`src/rtl/psum_pkg.sv`:
```
package psum_pkg;
    localparam int PBITS     = 8;
    localparam int SCALE_MAX = PBITS - 2;
    localparam int NBUCK     = 2 * SCALE_MAX + 1;
    localparam int IDX_W     = $clog2(NBUCK);
    localparam int FRAC_W    = PBITS - 3;
    localparam int MANT_W    = FRAC_W + 1;

    typedef struct packed {
        logic              is_zero;
        logic              is_nar;
        logic              neg;
        logic [IDX_W-1:0]  idx;
        logic [MANT_W-1:0] mant;
    } term_t;

    typedef enum logic [1:0] {ST_ACC, ST_WALK, ST_FIN} phase_e;

    function automatic term_t decode_posit(input logic [PBITS-1:0] p);
        term_t             t;
        logic [PBITS-1:0]  a;
        logic [PBITS-2:0]  body;
        logic [PBITS-2:0]  sh;
        logic              r0;
        logic              stop;
        int                m;
        int                kk;
        t         = '0;
        t.is_zero = (p == '0);
        t.is_nar  = (p == {1'b1, {(PBITS-1){1'b0}}});
        t.neg     = p[PBITS-1];
        a         = t.neg ? (~p + 1'b1) : p;
        body      = a[PBITS-2:0];
        r0        = body[PBITS-2];
        m         = 0;
        stop      = 1'b0;
        for (int i = PBITS - 2; i >= 0; i--) begin
            if (!stop && body[i] == r0) m++;
            else stop = 1'b1;
        end
        kk     = r0 ? (m - 1) : -m;
        sh     = body << (m + 1);
        t.mant = {1'b1, sh[PBITS-2 -: FRAC_W]};
        t.idx  = IDX_W'(kk + SCALE_MAX);
        if (t.is_zero || t.is_nar) begin
            t.neg  = 1'b0;
            t.idx  = '0;
            t.mant = '0;
        end
        return t;
    endfunction
endpackage

```
`src/rtl/psum_decode.sv`:
```
module psum_decode
    import psum_pkg::*;
(
    input  logic [PBITS-1:0] posit,
    output term_t            term
);
    always_comb begin
        term = decode_posit(posit);
    end

    always_comb begin
        if (!term.is_zero && !term.is_nar) begin
            AST_SCALE_RANGE: assert (int'(term.idx) < NBUCK && term.mant[MANT_W-1]);
        end
    end
endmodule

```
`src/rtl/psum_bucket_bank.sv`:
```
module psum_bucket_bank #(
    parameter int NB    = 13,
    parameter int IDX_W = 4,
    parameter int BW    = 15
) (
    input  logic                 clk,
    input  logic                 rst,
    input  logic                 clr,
    input  logic                 add_en,
    input  logic [IDX_W-1:0]     add_idx,
    input  logic signed [BW-1:0] add_val,
    input  logic [IDX_W-1:0]     rd_idx,
    output logic signed [BW-1:0] rd_val,
    output logic [IDX_W-1:0]     lo_idx,
    output logic [IDX_W-1:0]     hi_idx,
    output logic                 occupied,
    output logic [IDX_W-1:0]     lo_nxt,
    output logic [IDX_W-1:0]     hi_nxt,
    output logic                 occ_nxt
);
    logic signed [BW-1:0] bucket [NB];

    for (genvar g = 0; g < NB; g++) begin : g_bucket
        always_ff @(posedge clk) begin
            if (rst || clr) bucket[g] <= '0;
            else if (add_en && int'(add_idx) == g) bucket[g] <= bucket[g] + add_val;
        end
    end

    always_comb begin
        rd_val = '0;
        for (int i = 0; i < NB; i++) begin
            if (int'(rd_idx) == i) rd_val = bucket[i];
        end
    end

    always_comb begin
        lo_nxt  = lo_idx;
        hi_nxt  = hi_idx;
        occ_nxt = occupied | add_en;
        if (add_en) begin
            if (!occupied || add_idx < lo_idx) lo_nxt = add_idx;
            if (!occupied || add_idx > hi_idx) hi_nxt = add_idx;
        end
    end

    always_ff @(posedge clk) begin
        if (rst || clr) begin
            lo_idx   <= IDX_W'(NB - 1);
            hi_idx   <= '0;
            occupied <= 1'b0;
        end else begin
            lo_idx   <= lo_nxt;
            hi_idx   <= hi_nxt;
            occupied <= occ_nxt;
        end
    end

    AST_BOUNDS_ORDER: assert property (@(posedge clk) disable iff (rst)
        occupied |-> (lo_idx <= hi_idx));
    AST_CLR_EMPTY: assert property (@(posedge clk) disable iff (rst)
        clr |=> !occupied);
endmodule

```
`src/rtl/psum_walker.sv`:
```
module psum_walker #(
    parameter int BW = 15,
    parameter int CW = 16
) (
    input  logic                 clk,
    input  logic                 rst,
    input  logic                 clr,
    input  logic                 step,
    input  logic signed [BW-1:0] bucket,
    output logic                 bit_o,
    output logic signed [CW-1:0] carry_o
);
    logic signed [CW:0] t;

    always_comb begin
        t     = (CW+1)'(carry_o) + (CW+1)'(bucket);
        bit_o = t[0];
    end

    always_ff @(posedge clk) begin
        if (rst || clr) carry_o <= '0;
        else if (step)  carry_o <= CW'(t >>> 1);
    end

    AST_CARRY_BOUND: assert property (@(posedge clk) disable iff (rst)
        step |=> (carry_o[CW-1] == carry_o[BW-1]));
endmodule

```
`src/rtl/psum_engine.sv`:
```
module psum_engine
    import psum_pkg::*;
#(
    parameter int MAX_TERMS = 256,
    parameter int BW        = MANT_W + 1 + $clog2(MAX_TERMS),
    parameter int CW        = BW + 1
) (
    input  logic                 clk,
    input  logic                 rst,
    input  logic                 in_valid,
    output logic                 in_ready,
    input  logic [PBITS-1:0]     in_posit,
    input  logic                 in_last,
    output logic                 res_valid,
    output logic                 res_bit,
    output logic [IDX_W-1:0]     res_pos,
    output logic                 fin_valid,
    input  logic                 fin_ready,
    output logic signed [CW-1:0] fin_carry,
    output logic [IDX_W:0]       fin_pos,
    output logic                 fin_neg,
    output logic                 fin_nar,
    output logic                 fin_ovf
);
    localparam int CNT_W = $clog2(MAX_TERMS + 2);

    phase_e               state;
    term_t                term;
    logic                 acc, add_en, clr, step;
    logic signed [BW-1:0] add_val, rd_val;
    logic [IDX_W-1:0]     walk_idx, lo_idx, hi_idx, lo_nxt, hi_nxt;
    logic                 occupied, occ_nxt;
    logic [IDX_W:0]       fin_pos_q;
    logic                 nar_q;
    logic [CNT_W-1:0]     cnt_q;
    logic                 walk_bit;
    logic signed [CW-1:0] carry;

    psum_decode u_dec (
        .posit (in_posit),
        .term  (term)
    );

    always_comb begin
        in_ready = (state == ST_ACC);
        acc      = in_valid && in_ready;
        add_en   = acc && !term.is_zero && !term.is_nar;
        add_val  = term.neg ? -BW'(term.mant) : BW'(term.mant);
        clr      = (state == ST_FIN) && fin_ready;
        step     = (state == ST_WALK);
    end

    psum_bucket_bank #(.NB(NBUCK), .IDX_W(IDX_W), .BW(BW)) u_bank (
        .clk      (clk),
        .rst      (rst),
        .clr      (clr),
        .add_en   (add_en),
        .add_idx  (term.idx),
        .add_val  (add_val),
        .rd_idx   (walk_idx),
        .rd_val   (rd_val),
        .lo_idx   (lo_idx),
        .hi_idx   (hi_idx),
        .occupied (occupied),
        .lo_nxt   (lo_nxt),
        .hi_nxt   (hi_nxt),
        .occ_nxt  (occ_nxt)
    );

    psum_walker #(.BW(BW), .CW(CW)) u_walk (
        .clk     (clk),
        .rst     (rst),
        .clr     (clr),
        .step    (step),
        .bucket  (rd_val),
        .bit_o   (walk_bit),
        .carry_o (carry)
    );

    always_ff @(posedge clk) begin
        if (rst) begin
            state     <= ST_ACC;
            walk_idx  <= '0;
            fin_pos_q <= '0;
        end else begin
            unique case (state)
                ST_ACC: begin
                    if (acc && in_last) begin
                        if (occ_nxt) begin
                            state    <= ST_WALK;
                            walk_idx <= lo_nxt;
                        end else begin
                            state     <= ST_FIN;
                            fin_pos_q <= '0;
                        end
                    end
                end
                ST_WALK: begin
                    if (walk_idx == hi_idx) begin
                        state     <= ST_FIN;
                        fin_pos_q <= (IDX_W+1)'(hi_idx) + 1'b1;
                    end else begin
                        walk_idx <= walk_idx + 1'b1;
                    end
                end
                ST_FIN: begin
                    if (fin_ready) state <= ST_ACC;
                end
                default: state <= ST_ACC;
            endcase
        end
    end

    always_ff @(posedge clk) begin
        if (rst || clr) begin
            nar_q <= 1'b0;
            cnt_q <= '0;
        end else if (acc) begin
            if (term.is_nar) nar_q <= 1'b1;
            if (int'(cnt_q) <= MAX_TERMS) cnt_q <= cnt_q + 1'b1;
        end
    end

    always_comb begin
        res_valid = (state == ST_WALK);
        res_bit   = walk_bit;
        res_pos   = walk_idx;
        fin_valid = (state == ST_FIN);
        fin_carry = carry;
        fin_pos   = fin_pos_q;
        fin_neg   = carry[CW-1];
        fin_nar   = nar_q;
        fin_ovf   = (int'(cnt_q) > MAX_TERMS);
    end

    AST_READY_PHASE: assert property (@(posedge clk) disable iff (rst)
        !(res_valid && in_ready) && !(fin_valid && in_ready));
    AST_POS_STEP: assert property (@(posedge clk) disable iff (rst)
        (res_valid && $past(res_valid)) |-> (res_pos == $past(res_pos) + 1'b1));
    AST_FIN_HOLD: assert property (@(posedge clk) disable iff (rst)
        (fin_valid && !fin_ready) |=> (fin_valid && $stable(fin_carry) && $stable(fin_pos)));
    AST_NAR_STICKY: assert property (@(posedge clk) disable iff (rst)
        (fin_nar && !(fin_valid && fin_ready)) |=> fin_nar);
    AST_CLEAR_DONE: assert property (@(posedge clk) disable iff (rst)
        (fin_valid && fin_ready) |=> (!fin_nar && !fin_ovf && in_ready));
endmodule

```
`config.mk`:
```
export PLATFORM = sky130hd
export DESIGN_NAME = psum_engine
export DESIGN_NICKNAME = d
export VERILOG_FILES = /design/src/rtl/psum_pkg.sv /design/src/rtl/psum_decode.sv /design/src/rtl/psum_bucket_bank.sv /design/src/rtl/psum_walker.sv /design/src/rtl/psum_engine.sv
export SDC_FILE = /design/constraint.sdc
export NUM_CORES = 1
export LEC_CHECK = 0
export ABC_AREA = 1
export BUFFER_PORTS_ARGS = -buffer_cell sky130_fd_sc_hd__buf_2
export CORE_MARGIN = 8
export CORE_UTILIZATION = 65
export DETAILED_ROUTE_END_ITERATION = 16
export PLACE_DENSITY_LB_ADDON = 0.1
export SLEW_MARGIN = 20
export SYNTH_ARGS = -nofsm -noshare
export SYNTH_HDL_FRONTEND = slang
export SYNTH_HIERARCHICAL = 1
export SYNTH_SLANG_ARGS = --single-unit
```
`constraint.sdc`:
```
create_clock -name clk -period 9.3 [get_ports clk]
set_clock_uncertainty 0.15 [all_clocks]
set_input_delay 0.465 -clock clk [delete_from_list [all_inputs] [get_ports clk]]
set_output_delay 0.465 -clock clk [all_outputs]
set_load 0.05 [all_outputs]
```
==> run_results.csv <==
group,metric,value,unit
global_routing,grt_pass1_vias,20840,
die,fp.coreArea,34290,um2
timing,fin_crit,7.282,ns
timing,setup_viol,0,
clock_tree,clock-root-buffer,"clkbuf_16",
cells_and_area,drive_above_1_share,7.203,%
power_and_ir_drop,power.leakage,11.81,nW
die,start_util,65.37,%
worst_setup_path,end_kind,"register",
timing,finalHoldViolCount,0,
timing,slew_violations,0,
routing,drtAntennaViolNets,0,
worst_setup_path,critical_path_required,9.47,ns
routing,first_iter_violations,2503,
synth,synth_cells,3146,
synth,syn-num-nets,3390,
clock_tree,cts_sinks,241,
worst_setup_path,slowest_stage,"xor2_2",
timing,slew_headroom,27.70,%
worst_setup_path,cpPeakStageDelay,0.82,ns
clock_tree,numCtsBuffers,30,
clock_tree,tritoncts,"yes",
die,io-pin-count,45,
clock_tree,clkLatencyLatePin,0.58,ns
synth,syn_area_per_cell,7.125,um2
power_and_ir_drop,p_total,0.006116,W
die,dieArea,40680,um2
placed_design,gp_congestion,1.001,
worst_setup_path,crit_top_cell,"nand2_1",
cells_and_area,fin_nets,3441,
routing,drc,0,
timing,tns,0,ns
placed_design,port_buffers,44,
clock_tree,cts.reportedPaths.clkPinSlew,0.06,ns
cells_and_area,area_growth,7.726,%
cells_and_area,layout_common_cells,"nand2_1, inv_1, a21oi_1",
cells_and_area,fill_cells,2940,
global_routing,grt.total_usage,32.62,%
hold_path,hold_path_class,"input pin to register",
global_routing,grt_pass1_wl,108500,um
global_routing,grt_overflow_total,0,
routing,wirelength,68190,um
timing,finalCritPeriodShare,78.30,%
routing,vias,22250,
outcome,status,"finished clean",
power_and_ir_drop,ir_drop,206.2,uV
die,fp.dieW,201.7,um
cells_and_area,seq_area,6777,um2
worst_setup_path,path_max_fanout,15,
timing,worst_slew_pin_slew,1.083,ns
worst_setup_path,r2r_slack,5.02,ns
timing,rsz0062_at_grt,"false",
clock_tree,clock_path_buffers,3,
flow_run,drv_cap,0,
cells_and_area,multi_input_comb_area,13670,um2
cells_and_area,antenna_cells,0,
routing,drt-pass1-iter-count,8,
clock_tree,cts_htree_levels,1,
worst_setup_path,critical_path_class,"input pin to register",
routing,wl_per_cell,18.55,um
clock_tree,ctsResizeCount,0,
placed_design,dp_hpwl,50740,um
global_routing,grt_max_degree,45,
synth,syn_area,22410,um2
power_and_ir_drop,p_per_area,253.3,nW/um2
routing,viasPerCell,6.053,
die,dieHeight,201.7,um
die,row_count,68,
global_routing,antenna_found_initial,1,
synth,ys_warn_count,6,
timing,fmax,137.3,MHz
cells_and_area,final_common_cell,"nand2_1",
worst_setup_path,start_kind,"input pin",
worst_setup_path,cp_data_arrival_time,7.45,ns
[power by group]
part	internal (W)	switching, W
clock	0.000709	0.000489
combinational	0.00103	0.00242
sequential	0.00133	0.000139
total	0.00307	0.00305
[state kept, by name, summed over array words and instances, names as in the netlist]
name	cells
fin_pos	5
cnt_q	9
state	2
u_bank/hi_idx	4
u_bank/occupied	1
fin_nar	1
u_walk/carry_o	16
res_pos	4
u_bank/lo_idx	4
u_bank/bucket	195
[worst max-delay path: cells and delay by family]
family / cells / cell delay (ns)
AND/OR/NAND/NOR: 17 / 1.91
XOR/XNOR: 1 / 0.82
adder cells (fa/ha/maj): 6 / 1.75
buffers and inverters: 8 / 1.26
AO/OA/AOI/OAI: 7 / 1.20
[through the flow]
step	utilization [%]	setup slack, ns	cells	instance area [um2]	hold WS, ns
CTS	70.37	2.131	3675	24130	0.04474
detailed placement	67.42	1.583	3618	23120	0.2921
floorplan	-	1.761	3146	22410	0.2801
global placement	67.42	1.816	3618	23120	0.2869
global route	70.42	1.388	3676	24150	0.05872
finish	70.42	2.018	3676	24150	0.06057
[path summary, 6_finish.rpt]
check	depth (start not counted)	end	start
worst max-delay path	39	u_bank/bucket[1][26]	in_posit[0]
worst max register to register	22	u_walk/carry_o[15]	res_pos[3]
worst min register to register	2	cnt_q[8]	cnt_q[8]
worst min-delay path	4	state[1]	fin_ready
[timing repair]
item,CTS,global route
setup buffers,0,0
endpoints found under the hold margin,3,0
hold buffers,1,0
[routing by layer]
metal | wire, um | track usage (%) | vias to the layer above
met3 | 7249 | 5.339 | 149
li1 | - | - | 10730
met5 | 0 | 0 | -
met2 | 29690 | 51.54 | 1106
met4 | 2110 | 9.001 | 0
met1 | 29130 | 45.69 | 10260
[cell type report]
type,count,share of cell area (%)
Multi-Input combinational cell,2391,56.62
Sequential cell,241,28.07
Inverter,472,7.348
Clock buffer,39,3.596
Tap cell,455,2.358
Timing Repair Buffer,61,1.466
Clock inverter,17,0.5493
No activity file was read; power rests on OpenSTA's default activity.
